### src/rtl/tl2d_pkg.sv
package tl2d_pkg;
   typedef enum logic [1:0] {
      ST_IDLE = 2'd0,
      ST_REQ  = 2'd1,
      ST_BEAT = 2'd2
   } tl2d_state_e;

   function automatic int unsigned tl2d_log2(input int unsigned v);
      int unsigned r;
      r = 0;
      while ((1 << r) < v) r++;
      return r;
   endfunction
endpackage

### src/rtl/tl2d_ctrl.sv
module tl2d_ctrl
   import tl2d_pkg::*;
#(
   parameter int ROWS_W = 16
) (
   input  logic              clk,
   input  logic              rst_n,
   input  logic              cmd_fire,
   input  logic              req_fire,
   input  logic              beat_fire,
   input  logic              at_row_end,
   input  logic [ROWS_W-1:0] y_len,
   input  logic              tlast_en,
   input  logic              line_mode,
   output tl2d_state_e       state,
   output logic              last_row,
   output logic              row_done,
   output logic              mark_en,
   output logic              mark_line
);
   tl2d_state_e       state_q, state_d;
   logic [ROWS_W-1:0] row_q;
   logic [ROWS_W-1:0] rows_m1_q;
   logic              en_q;
   logic              line_q;

   assign state     = state_q;
   assign last_row  = (row_q == rows_m1_q);
   assign row_done  = (state_q == ST_BEAT) && beat_fire && at_row_end;
   assign mark_en   = en_q;
   assign mark_line = line_q;

   always_comb begin
      state_d = state_q;
      unique case (state_q)
         ST_IDLE: if (cmd_fire) state_d = ST_REQ;
         ST_REQ:  if (req_fire) state_d = ST_BEAT;
         ST_BEAT: if (row_done) state_d = last_row ? ST_IDLE : ST_REQ;
         default: state_d = ST_IDLE;
      endcase
   end

   always_ff @(posedge clk) begin
      if (!rst_n) begin
         state_q   <= ST_IDLE;
         row_q     <= '0;
         rows_m1_q <= '0;
         en_q      <= 1'b0;
         line_q    <= 1'b0;
      end else begin
         state_q <= state_d;
         if (cmd_fire) begin
            row_q     <= '0;
            rows_m1_q <= y_len;
            en_q      <= tlast_en;
            line_q    <= line_mode;
         end else if (row_done && !last_row) begin
            row_q <= row_q + 1'b1;
         end
      end
   end
endmodule

### src/rtl/tl2d_addr_gen.sv
module tl2d_addr_gen #(
   parameter int ADDR_W = 32,
   parameter int SH     = 3
) (
   input  logic              clk,
   input  logic              rst_n,
   input  logic              load,
   input  logic              advance,
   input  logic [ADDR_W-1:0] start_addr,
   input  logic [ADDR_W-1:0] stride,
   output logic [ADDR_W-1:0] row_addr
);
   localparam int HI_W = ADDR_W - SH;

   logic [HI_W-1:0] hi_q;
   logic [HI_W-1:0] step_q;

   always_ff @(posedge clk) begin
      if (!rst_n) begin
         hi_q   <= '0;
         step_q <= '0;
      end else if (load) begin
         hi_q   <= start_addr[ADDR_W-1:SH];
         step_q <= stride[ADDR_W-1:SH];
      end else if (advance) begin
         hi_q <= hi_q + step_q;
      end
   end

   generate
      if (SH == 0) begin : g_full
         assign row_addr = hi_q;
      end else begin : g_split
         logic [SH-1:0] lo_q;
         always_ff @(posedge clk) begin
            if (!rst_n)    lo_q <= '0;
            else if (load) lo_q <= start_addr[SH-1:0];
         end
         assign row_addr = {hi_q, lo_q};
      end
   endgenerate
endmodule

### src/rtl/tl2d_beat_cnt.sv
module tl2d_beat_cnt #(
   parameter int LEN_W  = 16,
   parameter int SH     = 3,
   parameter int BEAT_W = 14
) (
   input  logic              clk,
   input  logic              rst_n,
   input  logic              load,
   input  logic [LEN_W-1:0]  x_len,
   input  logic              restart,
   input  logic              step,
   output logic [BEAT_W-1:0] beats,
   output logic              at_end
);
   logic [BEAT_W-1:0] last_idx_q;
   logic [BEAT_W-1:0] last_idx_d;
   logic [BEAT_W-1:0] cnt_q;

   generate
      if (SH == 0) begin : g_byte_bus
         assign last_idx_d = {1'b0, x_len};
      end else begin : g_wide_bus
         assign last_idx_d = {1'b0, x_len[LEN_W-1:SH]};
      end
   endgenerate

   always_ff @(posedge clk) begin
      if (!rst_n) begin
         last_idx_q <= '0;
         cnt_q      <= '0;
      end else begin
         if (load)         last_idx_q <= last_idx_d;
         if (restart)      cnt_q <= '0;
         else if (step)    cnt_q <= cnt_q + 1'b1;
      end
   end

   assign beats  = last_idx_q + 1'b1;
   assign at_end = (cnt_q == last_idx_q);
endmodule

### src/rtl/tl2d_gen.sv
module tl2d_gen
   import tl2d_pkg::*;
#(
   parameter int ADDR_W    = 32,
   parameter int LEN_W     = 16,
   parameter int ROWS_W    = 16,
   parameter int BUS_BYTES = 8,
   parameter int SH        = tl2d_log2(BUS_BYTES),
   parameter int BEAT_W    = LEN_W - SH + 1
) (
   input  logic              clk,
   input  logic              rst_n,
   input  logic              cmd_valid,
   output logic              cmd_ready,
   input  logic [ADDR_W-1:0] cmd_addr,
   input  logic [ADDR_W-1:0] cmd_stride,
   input  logic [LEN_W-1:0]  cmd_x_len,
   input  logic [ROWS_W-1:0] cmd_y_len,
   input  logic              cmd_tlast_en,
   input  logic              cmd_line_mode,
   output logic              req_valid,
   input  logic              req_ready,
   output logic [ADDR_W-1:0] req_addr,
   output logic [BEAT_W-1:0] req_beats,
   input  logic              beat_valid,
   input  logic              beat_ready,
   output logic              beat_last
);
   generate
      if ((BUS_BYTES < 1) || ((BUS_BYTES & (BUS_BYTES - 1)) != 0)) begin : g_bad_bus
         $error("tl2d_gen: BUS_BYTES must be a power of two");
      end
      if (SH >= LEN_W) begin : g_bad_len
         $error("tl2d_gen: LEN_W must exceed log2(BUS_BYTES)");
      end
      if (SH >= ADDR_W) begin : g_bad_addr
         $error("tl2d_gen: ADDR_W must exceed log2(BUS_BYTES)");
      end
      if (BEAT_W != LEN_W - SH + 1) begin : g_bad_beat
         $error("tl2d_gen: BEAT_W must be LEN_W - log2(BUS_BYTES) + 1");
      end
   endgenerate

   tl2d_state_e state;
   logic        last_row;
   logic        row_done;
   logic        mark_en;
   logic        mark_line;
   logic        at_row_end;
   logic        cmd_fire;
   logic        req_fire;
   logic        beat_fire;
   logic        in_beats;

   assign cmd_ready = (state == ST_IDLE);
   assign req_valid = (state == ST_REQ);
   assign in_beats  = (state == ST_BEAT);
   assign cmd_fire  = cmd_valid && cmd_ready;
   assign req_fire  = req_valid && req_ready;
   assign beat_fire = beat_valid && beat_ready && in_beats;

   tl2d_ctrl #(.ROWS_W(ROWS_W)) u_ctrl (
      .clk        (clk),
      .rst_n      (rst_n),
      .cmd_fire   (cmd_fire),
      .req_fire   (req_fire),
      .beat_fire  (beat_fire),
      .at_row_end (at_row_end),
      .y_len      (cmd_y_len),
      .tlast_en   (cmd_tlast_en),
      .line_mode  (cmd_line_mode),
      .state      (state),
      .last_row   (last_row),
      .row_done   (row_done),
      .mark_en    (mark_en),
      .mark_line  (mark_line)
   );

   tl2d_addr_gen #(.ADDR_W(ADDR_W), .SH(SH)) u_addr (
      .clk        (clk),
      .rst_n      (rst_n),
      .load       (cmd_fire),
      .advance    (row_done && !last_row),
      .start_addr (cmd_addr),
      .stride     (cmd_stride),
      .row_addr   (req_addr)
   );

   tl2d_beat_cnt #(.LEN_W(LEN_W), .SH(SH), .BEAT_W(BEAT_W)) u_beats (
      .clk     (clk),
      .rst_n   (rst_n),
      .load    (cmd_fire),
      .x_len   (cmd_x_len),
      .restart (req_fire),
      .step    (beat_fire),
      .beats   (req_beats),
      .at_end  (at_row_end)
   );

   assign beat_last = mark_en && in_beats && at_row_end && (mark_line || last_row);
endmodule

### config.mk
export PLATFORM = sky130hd
export DESIGN_NAME = tl2d_gen
export DESIGN_NICKNAME = d
export VERILOG_FILES = /design/src/rtl/tl2d_pkg.sv /design/src/rtl/tl2d_ctrl.sv /design/src/rtl/tl2d_addr_gen.sv /design/src/rtl/tl2d_beat_cnt.sv /design/src/rtl/tl2d_gen.sv
export SDC_FILE = /design/constraint.sdc
export NUM_CORES = 1
export LEC_CHECK = 0
export ABC_AREA = 0
export CAP_MARGIN = 30
export CORE_ASPECT_RATIO = 0.7
export CORE_MARGIN = 8
export CORE_UTILIZATION = 39
export DETAILED_ROUTE_END_ITERATION = 8
export DONT_BUFFER_PORTS = 1
export GPL_TIMING_DRIVEN = 0
export SLEW_MARGIN = 0
export SYNTH_ARGS = -nofsm -noshare
export SYNTH_HDL_FRONTEND = slang
export SYNTH_SLANG_ARGS = --single-unit
### constraint.sdc
create_clock -name clk -period 3.8 [get_ports clk]
set_clock_uncertainty 0.05 [all_clocks]
set_input_delay 0.19 -clock clk [delete_from_list [all_inputs] [get_ports clk]]
set_output_delay 0.19 -clock clk [all_outputs]
set_load 0.1 [all_outputs]
* Word level (Yosys, flattened, before mapping)
Index checks and enable logic that the tools add are counted.
** Operators by class
- Reduce and logical (&&, ||, !) cells :: 17
- Bitwise logic cells :: 1
- Equal/unequal tests :: 7
- Muxes and demuxes :: 7
- $add $sub $neg :: 4
** Operator list (count)
- $mux W29 :: 2
- $add A29 B29 Y29 :: 1
- $add A16 B1 Y16 const B :: 1
- $eq A16 B16 Y1 :: 1
- $add A13 B1 Y14 const B :: 1
- $add A14 B1 Y14 const B :: 1
- $eq A14 B13 Y1 :: 1
- $logic_and A1 B1 Y1 :: 10
- $mux W2 :: 3
- $ne A2 B1 Y1 const B :: 3
- $pmux W2 S3 :: 1
- $reduce_or A2 Y1 :: 2
- $reduce_and A3 Y1 :: 1
- $eq A2 B1 Y1 const B :: 1
- $eq A2 B2 Y1 const B :: 1
- $logic_not A2 Y1 :: 1
- $reduce_bool A2 Y1 :: 1
- $logic_not A1 Y1 :: 1
- $logic_or A1 B1 Y1 :: 1
- $mux W1 :: 1
- $not A1 Y1 :: 1
** Storage, ports and cells
- Input bits :: 104
- Flip-flop bits (word level) :: 124
- Logic and storage cells :: 46
- Output and inout bits :: 49

* Depth between registers and ports, before layout
- Word-level depth :: 7
- Mapped depth :: 10
- Mapped depth without buffers :: 10

* Cells and area by module
From an unflattened synthesis, not the netlist that was laid out.
** Unflattened totals
- Cells, all modules :: 835
- Area total of the unflattened synthesis :: 7284.5 µm²
** Modules (own cells, without submodules)
- tl2d_addr_gen :: sequential area each 1221.2 µm², area an instance 3887.5 µm², times used 1, cells an instance 472
- tl2d_ctrl :: sequential area each 720.7 µm², area an instance 1825.5 µm², times used 1, cells an instance 187
- tl2d_beat_cnt :: sequential area each 540.5 µm², area an instance 1519.0 µm², times used 1, cells an instance 168
- tl2d_gen :: sequential area each 0.0 µm², area an instance 52.6 µm², times used 1, cells an instance 8

* Worst setup path after synthesis
No wires, ideal clock.
- Path kind :: flip-flop to output port
- From :: reg u_ctrl.row_q[2]
- To :: out beat_last
- Required time :: 3.560 ns
- Slack :: 0.278 ns
- Path buffers :: 0
- Cell stages (with the launch flop) :: 6
- Arrival :: 3.282 ns
- Path through :: dfxtp_1 xnor2_1 nand4_1 nor4_2 nor2_1 nor3_1
** Between the ends
- Longest elaborated chain between the ends :: 3
** Ends and longest elaborated chain
- start: declaration :: RTL line tl2d_ctrl.sv:22 : logic [ROWS_W-1:0] row_q;
- start signal: assignment :: RTL line tl2d_ctrl.sv:58 : row_q <= row_q + 1'b1;
- $eq A16 B16 Y1 :: RTL line tl2d_ctrl.sv:28 : assign last_row = (row_q == rows_m1_q);
- $logic_or A1 B1 Y1 :: RTL line tl2d_gen.sv:100 : assign beat_last = mark_en && in_beats && at_row_end && (mark_line || last_row);
- $logic_and A1 B1 Y1 :: RTL line tl2d_gen.sv:100
- end: declaration :: RTL line tl2d_gen.sv:27 : output logic beat_last
Every way passes these cells.

* Final worst setup path
- From :: reg u_addr.hi_q[4]
- To :: reg u_addr.hi_q[28]
** Between the ends
- Longest elaborated chain between the ends :: 3
** Ends and longest elaborated chain
- start: declaration :: RTL line tl2d_addr_gen.sv:15 : logic [HI_W-1:0] hi_q;
- start signal: assignment :: RTL line tl2d_addr_gen.sv:23 : hi_q <= start_addr[ADDR_W-1:SH];
- start signal: assignment :: RTL line tl2d_addr_gen.sv:26 : hi_q <= hi_q + step_q;
- $add A29 B29 Y29 :: RTL line tl2d_addr_gen.sv:26
- $mux W29 :: RTL line tl2d_addr_gen.sv:25 : end else if (advance) begin
- $mux W29 :: RTL line tl2d_addr_gen.sv:22 : end else if (load) begin
Every way passes these cells. The select of a mux whose other input is x is not followed.
A chain may end at the register's enable or synchronous reset.

==> metrics.yaml <==
layout:
  layout-drive-gt1-share_pct: 10.24
  design_area_um2: 9957
  n_fill_cell: 1598
  nets: 1178
  postLayoutCoreUtil_pct: 55.78
  area_growth_pct: 41.17
die:
  start_util_pct: 39.51
  ios: 153
  die_w_um: 176.7
  num_rows: 41
  die_h_um: 128.5
  dieArea_um2: 22710
  core-area_um2: 17850
yosys:
  yosysSeqAreaShare_pct: 35.20
  syn_nets: 1013
  synth_edf_count: 0
  synth_compound_area_share_pct: 22.16
  synth_area_leaders: "dfxtp_1 35%, nand2_1 10%, a21boi_0 7.2%"
  netlist_instances: 877
  ys_warn_count: 0
  synthArstFlopShare_pct: 0
  synth_xor_area_share_pct: 10.18
  synth-main-ff-cell: "dfxtp_1"
  synthDominantCellAreaShare_pct: 35.20
  synth_common_cells: "190 x nand2_1, 124 x dfxtp_1, 68 x a21boi_0, 59 x nor2_1, 50 x xnor2_1"
  ys_seq_elements: 124
  netlist.top_cell.by_area: "dfxtp_1"
  yosys.area_share.simple_pct: 22.00
  synthAdderAreaFrac_pct: 5.783
  synth.distinct_cells: 61
  synth.most_common_cell: "nand2_1"
  syn_area_um2: 7053
  muxShareOfSynthArea_pct: 0.5677
  avgSynthCellArea_um2: 8.042
  synth_top_family_by_area: "compound AO/OA/AOI/OAI gates"
sta:
  fin_crit_ns: 3.540
  rsz0062_at_grt: "no"
  finalSetupViolations: 0
  worst_slew_pin_slew_ns: 1.033
  hold_viol_final: 0
  relSlewSlack_pct: 31.01
  period_share_pct: 93.16
  max_freq_mhz: 282.5
  drv_slew: 0
cts:
  clk_latency_ns: 0.42
  cts_buffers: 17
  cts_root_buf: "clkbuf_16"
  cts_max_level: 4
  cts_setup_buffers: 0
  path_clk_slew_ns: 0.06
  ctsLongestPathBuffers: 2
  tritoncts: "built"
  cts_num_sinks: 124
routing:
  dr_wl_met2_mm: 11.12
  post_drt_wl_per_cell_um: 18.36
  wl_met3_mm: 1.595
  final_antenna_net_count: 0
  drtIter0Drc: 434
  drt-total-wl_mm: 23.72
  top_layer_used: "met5"
  dr.pass1.iters: 5
  vias_per_cell: 5.279
  wl_met1_mm: 10.73
  num_vias: 6821
  drc_errors: 0
global_routing:
  grtUsageTotal_pct: 20.74
  antenna_found_initial: 1
  gr-total-overflow: 0
  grt_pass1_wl_mm: 36.90
  grt_max_degree: 17
  grt_pass1_vias: 6849
worst_setup_path:
  arrival_ns: 3.85
  startpoint_type: "register"
  critical_path_class: "register to register"
  path_max_fanout: 5
  required_ns: 4.11
  end_kind: "register"
placement:
  gp_congestion: 0.8842
  dp_hpwl_mm: 17.02
  place_area_um2: 8143
  port_buffers: 0
power_and_ir_drop:
  vdd_drop_max_mv: 0.2755
  p_leak_uw: 0.004074
  finalPower_uw: 4497
  pwr_density_cell_nw_per_um2: 451.7
min_path:
  hold_path_class: "input port to register"
job:
  maxCapViolations: 0
run_status:
  status: "complete, no violations"
==> power breakdown <==
part	internal [uW]	switching (uW)
logic	461	713
registers	1380	161
clock network	1140	638
total	2990	1510
==> kinds of logic after synthesis <==
family	count (synthesis)
AO/OA/AOI/OAI	228
adder cells (fa/ha/maj)	32
AND/OR/NAND/NOR	340
buffers and inverters	67
multiplexers	4
XOR/XNOR	82
flip-flops	124
==> path summary, 6_finish.rpt <==
check	endpoint	cells past startpoint	start	slack [ns]
setup / recovery	u_addr.hi_q[28]$_SDFFE_PN0P_	10	u_addr.hi_q[4]$_SDFFE_PN0P_	0.26
hold / removal	u_addr.hi_q[4]$_SDFFE_PN0P_	3	cmd_addr[7]	0.01
hold reg to reg	u_addr.step_q[23]$_SDFFE_PN0P_	2	u_addr.step_q[23]$_SDFFE_PN0P_	0.42
setup reg to reg	u_addr.hi_q[28]$_SDFFE_PN0P_	10	u_addr.hi_q[4]$_SDFFE_PN0P_	0.26
==> sequential cells by signal, indices dropped and copies added, names as in the netlist <==
signal	count
u_beats.cnt_q	14
u_ctrl.mark_line	1
u_ctrl.rows_m1_q	16
u_ctrl.mark_en	1
u_ctrl.state	2
u_ctrl.row_q	16
u_addr.hi_q	29
u_addr.step_q	29
u_addr.g_split.lo_q	3
u_beats.last_idx_q	13
==> metal layers <==
layer  GRT usage (%)  vias up
met5               0        -
met4           5.323        2
met3           5.443       28
met2           34.19      209
met1           26.59     3207
li1                -     3375
==> repair_timing <==
action / CTS / global route
endpoints found under the setup margin: 0 / 1
resized for setup: 0 / 1
hold endpoints to repair: 89 / 0
hold buffers: 89 / 0
==> layout make-up <==
type                    count  area, um2  area share, %
multi-input cells         686       4373          43.92
flip-flops and latches    124       2484          24.94
repair buffers            146       1871          18.79
clock buffers              20      456.7          4.587
well taps                 236      295.3          2.966
plain buffers              48      219.0          2.199
clock inverters            12      185.2          1.860
inverters                  19      71.32         0.7163
diodes                      1      2.502        0.02513
==> cells in the final DEF, fill, tap and decap left out, types with 18 or more instances in the layout <==
cell	n
a21o_1	18
inv_1	19
dlygate4sd3_1	89
xor2_1	28
nor2_1	58
dfxtp_1	123
o21ai_0	31
xnor2_1	43
ha_1	31
a21boi_0	68
buf_16	27
clkbuf_1	44
nand3_1	21
nand2_1	190
a21oi_1	45
==> critical path: stages, from the launching register on <==
cell and delay [ns]:
dfxtp_1 0.98, clkbuf_1 0.19, ha_1 0.23, nand2_1 0.09, o21a_1 0.22, o211a_1 0.28
nor4_1 0.64, o311ai_0 0.34, and2_1 0.22, o211ai_1 0.07, and3_1 0.17
==> metrics by stage <==
step / TNS (ns) / cells / worst slack [ns] / hold slack (ns)
finish: 0 / 1292 / 0.2600 / 0.01332
floorplan: 0 / 877 / 0.2776 / 0.2742
global route: 0 / 1291 / 0.02011 / 0.03669
detailed placement: 0 / 1153 / 0.1214 / 0.2888
CTS: 0 / 1274 / 0.09772 / 0.004100
global placement: -0.02266 / 1113 / -0.02266 / 0.2823
No activity file was read; power rests on OpenSTA's default activity.
